--- config.mk ---
export PLATFORM = sky130hd
export DESIGN_NAME = ddr_mrs_seq
export DESIGN_NICKNAME = d
export VERILOG_FILES = /design/src/rtl/ddr_mrs_pkg.sv /design/src/rtl/ddr_mrs_cnt.sv /design/src/rtl/ddr_mrs_word.sv /design/src/rtl/ddr_mrs_fsm.sv /design/src/rtl/ddr_mrs_seq.sv
export SDC_FILE = /design/constraint.sdc
export NUM_CORES = 1
export LEC_CHECK = 0
export CAP_MARGIN = 10
export CORE_UTILIZATION = 45
export DETAILED_ROUTE_END_ITERATION = 10
export PLACE_DENSITY = 0.74
export SYNTH_ARGS = -nofsm -noshare
export SYNTH_HDL_FRONTEND = slang
export SYNTH_SLANG_ARGS = --single-unit
--- constraint.sdc ---
create_clock -name clk -period 2 [get_ports clk]
set_input_delay 0.4 -clock clk [delete_from_list [all_inputs] [get_ports clk]]
set_output_delay 0.4 -clock clk [all_outputs]
set_load 0.02 [all_outputs]
--- src/rtl/ddr_mrs_pkg.sv ---
package ddr_mrs_pkg;

   typedef enum logic [3:0] {
      S_IDLE,
      S_ARM,
      S_EXT,
      S_GAP1,
      S_RST,
      S_GAP2,
      S_NORM,
      S_LOCK,
      S_FIN,
      S_READY
   } seq_state_t;

   typedef enum logic [1:0] {
      LW_NONE,
      LW_EXT,
      LW_DLLRST,
      LW_NORM
   } load_kind_t;

   typedef struct packed {
      logic [2:0] cas_lat;
      logic       burst_type;
      logic [2:0] burst_len;
      logic       drive_reduced;
   } mrs_cfg_t;

   // command pin order: cs_n, ras_n, cas_n, we_n
   localparam logic [3:0] PIN_NOP  = 4'b0111;
   localparam logic [3:0] PIN_LOAD = 4'b0000;

   localparam int unsigned DLLRST_BIT = 8;

endpackage

--- src/rtl/ddr_mrs_cnt.sv ---
module ddr_mrs_cnt #(
   parameter int unsigned LIMIT = 2
) (
   input  logic clk,
   input  logic rst_n,
   input  logic clr,
   input  logic en,
   output logic hit
);
   localparam int unsigned W = (LIMIT > 1) ? $clog2(LIMIT) : 1;
   localparam logic [W-1:0] LAST = W'(LIMIT - 1);

   logic [W-1:0] cnt_q;

   assign hit = en && (cnt_q == LAST);

   always_ff @(posedge clk or negedge rst_n) begin
      if (!rst_n) begin
         cnt_q <= '0;
      end else if (clr || hit) begin
         cnt_q <= '0;
      end else if (en) begin
         cnt_q <= cnt_q + 1'b1;
      end
   end
endmodule

--- src/rtl/ddr_mrs_word.sv ---
module ddr_mrs_word
   import ddr_mrs_pkg::*;
#(
   parameter int unsigned ADDR_W = 13
) (
   input  load_kind_t        kind,
   input  mrs_cfg_t          cfg,
   output logic [ADDR_W-1:0] addr,
   output logic [1:0]        ba
);
   localparam int unsigned LOW_W = 9;

   logic [LOW_W-1:0] low;

   always_comb begin
      low = '0;
      ba  = 2'b00;
      unique case (kind)
         LW_EXT: begin
            low[0] = 1'b0;
            low[1] = cfg.drive_reduced;
            ba     = 2'b01;
         end
         LW_DLLRST: begin
            low[6:0]          = {cfg.cas_lat, cfg.burst_type, cfg.burst_len};
            low[DLLRST_BIT]   = 1'b1;
         end
         LW_NORM: begin
            low[6:0] = {cfg.cas_lat, cfg.burst_type, cfg.burst_len};
         end
         default: begin
            low = '0;
         end
      endcase
   end

   assign addr[LOW_W-1:0] = low;

   generate
      if (ADDR_W > LOW_W) begin : g_pad
         assign addr[ADDR_W-1:LOW_W] = '0;
      end
   endgenerate
endmodule

--- src/rtl/ddr_mrs_fsm.sv ---
module ddr_mrs_fsm
   import ddr_mrs_pkg::*;
(
   input  logic       clk,
   input  logic       rst_n,
   input  logic       start_i,
   input  logic       banks_idle_i,
   input  logic       gap_hit,
   input  logic       lock_hit,
   output seq_state_t state,
   output logic       cfg_load
);
   seq_state_t nxt;

   always_comb begin
      nxt      = state;
      cfg_load = 1'b0;
      unique case (state)
         S_IDLE, S_READY, S_FIN: begin
            if (start_i) begin
               nxt      = S_ARM;
               cfg_load = 1'b1;
            end else if (state == S_FIN) begin
               nxt = S_READY;
            end
         end
         S_ARM:  if (banks_idle_i) nxt = S_EXT;
         S_EXT:  nxt = S_GAP1;
         S_GAP1: if (gap_hit) nxt = S_RST;
         S_RST:  nxt = S_GAP2;
         S_GAP2: if (gap_hit) nxt = S_NORM;
         S_NORM: nxt = S_LOCK;
         S_LOCK: if (lock_hit) nxt = S_FIN;
         default: nxt = S_IDLE;
      endcase
   end

   always_ff @(posedge clk or negedge rst_n) begin
      if (!rst_n) state <= S_IDLE;
      else        state <= nxt;
   end
endmodule

--- src/rtl/ddr_mrs_seq.sv ---
module ddr_mrs_seq
   import ddr_mrs_pkg::*;
#(
   parameter int unsigned ADDR_W   = 13,
   parameter int unsigned TMRD     = 2,
   parameter int unsigned DLL_WAIT = 200
) (
   input  logic              clk,
   input  logic              rst_n,
   input  logic              start_i,
   input  logic              banks_idle_i,
   input  logic              cke_i,
   input  logic [2:0]        burst_len_i,
   input  logic              burst_type_i,
   input  logic [2:0]        cas_lat_i,
   input  logic              drive_reduced_i,
   output logic              cs_n_o,
   output logic              ras_n_o,
   output logic              cas_n_o,
   output logic              we_n_o,
   output logic [ADDR_W-1:0] addr_o,
   output logic [1:0]        ba_o,
   output logic              busy_o,
   output logic              done_o,
   output logic              read_allowed_o
);
   localparam int unsigned GAP_CYC = TMRD - 1;

   generate
      if (ADDR_W < 9) begin : g_bad_addr
         $error("ADDR_W must reach the DLL-reset bit");
      end
      if (TMRD < 2) begin : g_bad_tmrd
         $error("TMRD must be at least 2");
      end
      if (DLL_WAIT < 1) begin : g_bad_wait
         $error("DLL_WAIT must be at least 1");
      end
   endgenerate

   seq_state_t state;
   logic       cfg_load, gap_hit, lock_hit;
   mrs_cfg_t   cfg_q;
   load_kind_t kind;
   logic [3:0] pins;

   always_ff @(posedge clk or negedge rst_n) begin
      if (!rst_n) begin
         cfg_q <= '0;
      end else if (cfg_load) begin
         cfg_q <= '{cas_lat: cas_lat_i, burst_type: burst_type_i,
                    burst_len: burst_len_i, drive_reduced: drive_reduced_i};
      end
   end

   ddr_mrs_fsm u_fsm (
      .clk          (clk),
      .rst_n        (rst_n),
      .start_i      (start_i),
      .banks_idle_i (banks_idle_i),
      .gap_hit      (gap_hit),
      .lock_hit     (lock_hit),
      .state        (state),
      .cfg_load     (cfg_load)
   );

   ddr_mrs_cnt #(.LIMIT(GAP_CYC)) u_gap (
      .clk   (clk),
      .rst_n (rst_n),
      .clr   (!(state == S_GAP1 || state == S_GAP2)),
      .en    (1'b1),
      .hit   (gap_hit)
   );

   ddr_mrs_cnt #(.LIMIT(DLL_WAIT)) u_lock (
      .clk   (clk),
      .rst_n (rst_n),
      .clr   (state != S_LOCK),
      .en    (cke_i),
      .hit   (lock_hit)
   );

   always_comb begin
      unique case (state)
         S_EXT:   kind = LW_EXT;
         S_RST:   kind = LW_DLLRST;
         S_NORM:  kind = LW_NORM;
         default: kind = LW_NONE;
      endcase
   end

   ddr_mrs_word #(.ADDR_W(ADDR_W)) u_word (
      .kind (kind),
      .cfg  (cfg_q),
      .addr (addr_o),
      .ba   (ba_o)
   );

   assign pins = (kind == LW_NONE) ? PIN_NOP : PIN_LOAD;
   assign {cs_n_o, ras_n_o, cas_n_o, we_n_o} = pins;

   assign busy_o = (state != S_IDLE) && (state != S_FIN) && (state != S_READY);
   assign done_o = (state == S_FIN);
   assign read_allowed_o = (state == S_FIN) || (state == S_READY);
endmodule

After elaboration in Yosys (flattened, before gate mapping)
Index checks and enable logic that the tools add are counted.
{ "word_totals": {"reg_bits": 21, "inputBits": 13} }
{ "op_classes": {"add_sub_neg": 2, "n_eq_ne": 21, "n_mux": 18, "bitwise": 1, "n_reduce_logical": 15} }
{ "op_table": {"columns": ["cell", "count"], "rows": [
  ["case mux 4 bit (8 select lines)", 1],
  ["2-to-1 mux 4 bit", 6],
  ["== test 4 x 3 -> 1 bit, second input constant", 4],
  ["2-to-1 mux 8 bit", 2],
  ["adder 8 x 1 -> 8 bit, second input constant", 1],
  ["== test 4 x 2 -> 1 bit, second input constant", 2],
  ["== test 4 bit, second input constant", 2],
  ["== test 8 bit, second input constant", 1],
  ["!= test 4 bit, second input constant", 2],
  ["!= test 2 bit, second input constant", 3],
  ["case mux 2 bit (3 select lines)", 1],
  ["2-to-1 mux 1 bit", 5],
  ["2-to-1 mux 5 bit", 1],
  ["AND reduction 5 bit", 1],
  ["== test 2 bit, second input constant", 2],
  ["== test 4 x 1 -> 1 bit, second input constant", 1],
  ["zero test 4 bit", 1],
  ["logical OR 1 bit", 4],
  ["!= test 4 x 3 -> 1 bit, second input constant", 1],
  ["case mux 2 bit (2 select lines)", 1],
  ["nonzero test 4 bit", 1],
  ["logical AND 1 bit", 3],
  ["2-to-1 mux 3 bit", 1],
  ["!= test 3 bit, second input constant", 1],
  ["9 further kinds", 9]
]} }

Logic depth before layout (Yosys ltp)
{ "depth": {"word_depth": 5, "depth_mapped": 5} }

Cells and area by module
A second synthesis with hierarchy kept.
{ "hier_totals": {"cells_unflattened": 116, "hier_area_um2": 1226.2} }
{ "by_module_without_submodules": {"columns": ["mod", "n_inst", "cells_per_inst", "area_each_um2", "seq_area_each_um2"], "rows": [
  ["ddr_mrs_seq", 1, 33, 421.7, 200.2],
  ["ddr_mrs_cnt at u_lock", 1, 38, 404.1, 200.2],
  ["ddr_mrs_fsm", 1, 26, 244.0, 100.1],
  ["ddr_mrs_word", 1, 16, 110.1, 0.0],
  ["ddr_mrs_cnt at u_gap", 1, 3, 46.3, 25.0]
]} }

Worst setup path after synthesis
No wires, ideal clock.
{ "synth_timing": {"path_type": "register to output", "start": "register u_fsm.state[2]", "end": "output port ras_n_o", "t_arrival_ns": 1.402, "required_time_ns": 1.600, "setup_slack_ns": 0.198, "stages_incl_launch_ff": 5, "path_cell_list": "dfrtp_1 > buf_4 > nor4b_4 > nor2_1 > buf_4"} }
{ "synth_between": {"elab_chain_cells": 4, "word_cells_on_any_way": 6, "cone_classes": "eq/ne (3); mux (2); reduce/logical (1)"} }
{ "synth_lines": {"columns": ["item", "line", "rtl"], "rows": [
  ["start: declaration", "ddr_mrs_fsm.sv:10", "output seq_state_t state,"],
  ["start signal: assignment", "ddr_mrs_fsm.sv:40", "else state <= nxt;"],
  ["== test 4 x 3 -> 1 bit or == test 4 x 2 -> 1 bit (tied branches)", "ddr_mrs_seq.sv:84", "unique case (state)"],
  ["case mux 2 bit (3 select lines) (*)", "ddr_mrs_seq.sv:84", null],
  ["zero test 2 bit (*)", "ddr_mrs_seq.sv:99", "assign pins = (kind == LW_NONE) ? PIN_NOP : PIN_LOAD;"],
  ["2-to-1 mux 3 bit (*)", "ddr_mrs_seq.sv:99", null],
  ["end: declaration", "ddr_mrs_seq.sv:18", "output logic ras_n_o,"]
]} }
Every way passes the cells marked *; elsewhere a longest branch is shown, timed or not.

Worst setup path after layout
Same ends and word-level chain as after synthesis.

==> results.json <==
{
  "worst_min_delay_path_category": "primary input to async pin",
  "floorplan.io_pins": 35,
  "swShare_pct": 39.44,
  "int_power_uw": 1082,
  "cp_top_family": "buffers and inverters",
  "post_synthesis_cell_area_sq_um": 1215,
  "via_count_of_the_first_global_routing_pass": 855,
  "cp.required_ns": 1.60,
  "p_leak_uw": 0.0006665,
  "final_critical_path_setup_slack_ns": 0.01728,
  "cp_slowest_stage_delay_ns": 0.46,
  "drc": 0,
  "flow.area_growth_from_synthesis_pct": 24.10,
  "grt_setup_unrepaired": "true",
  "power.sequential.fraction_pct": 36.1,
  "detailroute.via_count": 919,
  "synth-main-ff-cell": "sky130_fd_sc_hd__dfrtp_1",
  "synth_area_per_inst_sq_um": 10.66,
  "detailedPlacementHpwl_mm": 1.691,
  "cts.sinks": 21,
  "number_of_flops_mapped_to_enable_cells_by_yosys": 0,
  "setup_viol": 0,
  "cts_max_path_buffers": 2,
  "routed_wire_length_per_instance_um": 13.06,
  "synth-async-reset-ratio_pct": 100.0,
  "end_kind": "output pin",
  "drt.antenna.violating_nets": 0,
  "maxClockFrequency_mhz": 504.4,
  "initial_utilization_pct": 48.16,
  "num-nets-final": 162,
  "vdd_ir_drop_max_mv": 0.8267,
  "max-cap-violations": 0,
  "worst_ep_arrival_time_ns": 1.58,
  "crit_path_max_fanout": 4,
  "detail_route.first_pass.iterations": 4,
  "netSwitchingPower_uw": 704.6,
  "stdcell_count": 177,
  "cp_slowest_cell": "sky130_fd_sc_hd__dfrtp_2",
  "core-area_sq_um": 2522,
  "clock-skew-final_ns": 0.0006921,
  "share_comb_of_total_power_pct": 52.9,
  "path_class": "flip-flop to output pin",
  "routed_wirelength_mm": 2.312,
  "synth_area_leaders": "sky130_fd_sc_hd__dfrtp_1 43%, sky130_fd_sc_hd__mux2_2 7.4%, sky130_fd_sc_hd__buf_4 6.2%",
  "report.final.hold_viol_count": 0,
  "slew_viol_final": 0,
  "ys_seq_elements": 21,
  "vias_per_cell": 5.192,
  "cellPowerDensity_nw_per_um2": 1185,
  "cts_setup_buffers": 0,
  "gp_routability_congestion": 0.7850,
  "critical_path.n_buffers_inverters": 2,
  "number_of_antenna_violations_at_the_first_check_in_global_routing": 0,
  "detail_route.iter0.violations": 13,
  "post-route-period-util_pct": 99.14,
  "clock_tree_root_buffer_cell": "sky130_fd_sc_hd__clkbuf_4",
  "floorplan.die.width_um": 53.96,
  "layout_min_cycle_time_ns": 1.983,
  "portion_of_synthesized_cell_area_occupied_by_the_leading_cell_type_pct": 43.25,
  "first_pass_grt_wire_length_mm": 3.719,
  "netlist_instances": 114,
  "antenna_cells_inserted": 0,
  "post-place-cells": 173,
  "die_y_um": 53.96,
  "cts_tree": "built",
  "floorplan.die_area_sq_um": 2912,
  "cts_inserted_buffers": 3,
  "total_power_uw": 1787,
  "worst_setup_start_kind": "flip-flop",
  "place.port_buffers": 27,
  "synth_largest_area_cell": "sky130_fd_sc_hd__dfrtp_1",
  "track_usage_pct": 17.87,
  "dpl_ws_ns": 0.03679,
  "largest_net_degree_at_the_start_of_global_routing": 22,
  "core_rows": 18,
  "power_frac_clock_pct": 11.1,
  "clock_insertion_delay_worst_skew_ns": 0.29,
  "drive_gt1_share_pct": 26.53,
  "synthesis.yosys.warnings": 0,
  "seq_area_frac_synth_pct": 43.25,
  "overflow": 0,
  "status": "finished, final reports clean",
  "post_synth_num_cell_types": 38,
  "worstPathCellList": "nor4b_4 -> buf_4 -> nor2_1 -> dlygate4sd2_1",
  "cts_max_level": 1,
  "path_clk_slew_ns": 0.11
}
## cell families after synthesis
| logic type | Yosys count | synth area share [%] |
|---|---|---|
| AO/OA/AOI/OAI | 18 | 11.74 |
| XOR/XNOR | 5 | 3.605 |
| adder cells (fa/ha/maj) | 1 | 1.030 |
| buffers and inverters | 17 | 10.30 |
| flip-flops | 21 | 43.25 |
| multiplexers | 9 | 8.239 |
| other | 1 | 0.3087 |
| AND/OR/NAND/NOR | 42 | 21.52 |
## worst paths after layout
kind / from / end / slack [ns] / depth (start not counted)
setup / recovery: u_fsm.state[2] / ras_n_o / 0.02 / 4
hold / removal: rst_n / u_lock.cnt_q[0] / 0.43 / 2
setup reg to reg: u_fsm.state[0] / cfg_q[4] / 0.48 / 4
hold reg to reg: cfg_q[5] / cfg_q[5] / 0.51 / 1
max in group asynchronous: rst_n / u_fsm.state[2] / 1.33 / 2
min in group clk: cfg_q[5] / cfg_q[5] / 0.51 / 1
## synth_stat cells (2+ instances only)
| cell | instances |
|---|---|
| sky130_fd_sc_hd__nor2_1 | 10 |
| sky130_fd_sc_hd__nand3_1 | 2 |
| sky130_fd_sc_hd__buf_4 | 10 |
| sky130_fd_sc_hd__xor2_1 | 3 |
| sky130_fd_sc_hd__nand3b_1 | 2 |
| sky130_fd_sc_hd__inv_1 | 2 |
| sky130_fd_sc_hd__buf_6 | 3 |
| sky130_fd_sc_hd__nor3_1 | 4 |
| sky130_fd_sc_hd__o21ai_0 | 3 |
| sky130_fd_sc_hd__a31oi_1 | 2 |
| sky130_fd_sc_hd__nand2_1 | 8 |
| sky130_fd_sc_hd__and2_1 | 7 |
| sky130_fd_sc_hd__a21oi_1 | 4 |
| sky130_fd_sc_hd__mux2_2 | 8 |
| sky130_fd_sc_hd__dfrtp_1 | 21 |
| sky130_fd_sc_hd__a21o_1 | 2 |
| sky130_fd_sc_hd__xnor2_1 | 2 |
## metal layers
| metal | routed length [um] | global-route usage [%] | vias to the layer above | part of all wire (%) |
|---|---|---|---|---|
| li1 | - | - | 443 | - |
| met1 | 994 | 22.54 | 442 | 43 |
| met2 | 1188 | 31.69 | 30 | 51 |
| met3 | 110 | 2.825 | 4 | 4.8 |
| met4 | 19 | 3.947 | 0 | 0.82 |
| met5 | 0 | 0 | - | 0 |
## power groups by stage
stage          Combinational (uW)  Clock (uW)  Sequential, uW
2_1_floorplan                 722           0             606
3_3_place_gp                  992           0             636
3_5_place_dp                 1010           0             641
4_1_cts                       964         206             640
5_1_grt                      1030         222             663
6_report                      944         198             644
## repair_timing
action | CTS | global route
hold buffers | 0 | 0
endpoints found under the setup margin | 15 | 14
cloned | 0 | 0
gates resized for setup | 27 | 13
## placed cells by master, fill, tap and decap left out, types with 3 or more instances in the layout
cell type,instances
sky130_fd_sc_hd__o21ai_0,3
sky130_fd_sc_hd__nand2_1,8
sky130_fd_sc_hd__conb_1,8
sky130_fd_sc_hd__dfrtp_1,18
sky130_fd_sc_hd__mux2_2,8
sky130_fd_sc_hd__nor3_1,4
sky130_fd_sc_hd__and2_1,7
sky130_fd_sc_hd__dlygate4sd2_1,4
sky130_fd_sc_hd__nor2_1,10
sky130_fd_sc_hd__a21oi_1,4
sky130_fd_sc_hd__clkdlybuf4s50_1,12
sky130_fd_sc_hd__clkbuf_2,6
sky130_fd_sc_hd__buf_4,9
sky130_fd_sc_hd__clkdlybuf4s15_2,3
sky130_fd_sc_hd__clkbuf_4,3
sky130_fd_sc_hd__dfrtp_2,3
sky130_fd_sc_hd__xor2_1,3
## sequential cells by signal (all words and copies together) (netlist names)
signal	cells
u_fsm.state	4
u_lock.cnt_q	8
u_gap.cnt_q	1
cfg_q	8
## layout make-up
cell class	instances	area (sq um)
fillers	217	1015
multi-input cells	83	596.8
flip-flops and latches	21	529.3
repair buffers	36	306.5
well taps	30	37.54
clock buffers	4	26.28
inverters	3	11.26
## through the flow
step                      instance area [sq um]  utilization [%]  hold WS [ns]  TNS [ns]
after detailed placement                   1503            59.57        0.4893         0
after floorplan                            1241                -        0.1044         0
after CTS                                  1530            60.66        0.4401         0
after global placement                     1503            59.57        0.4862         0
after global routing                       1508            59.77        0.4526   -0.3560
final                                      1508            59.77        0.4331         0
Power figures use the tool's default switching activity.
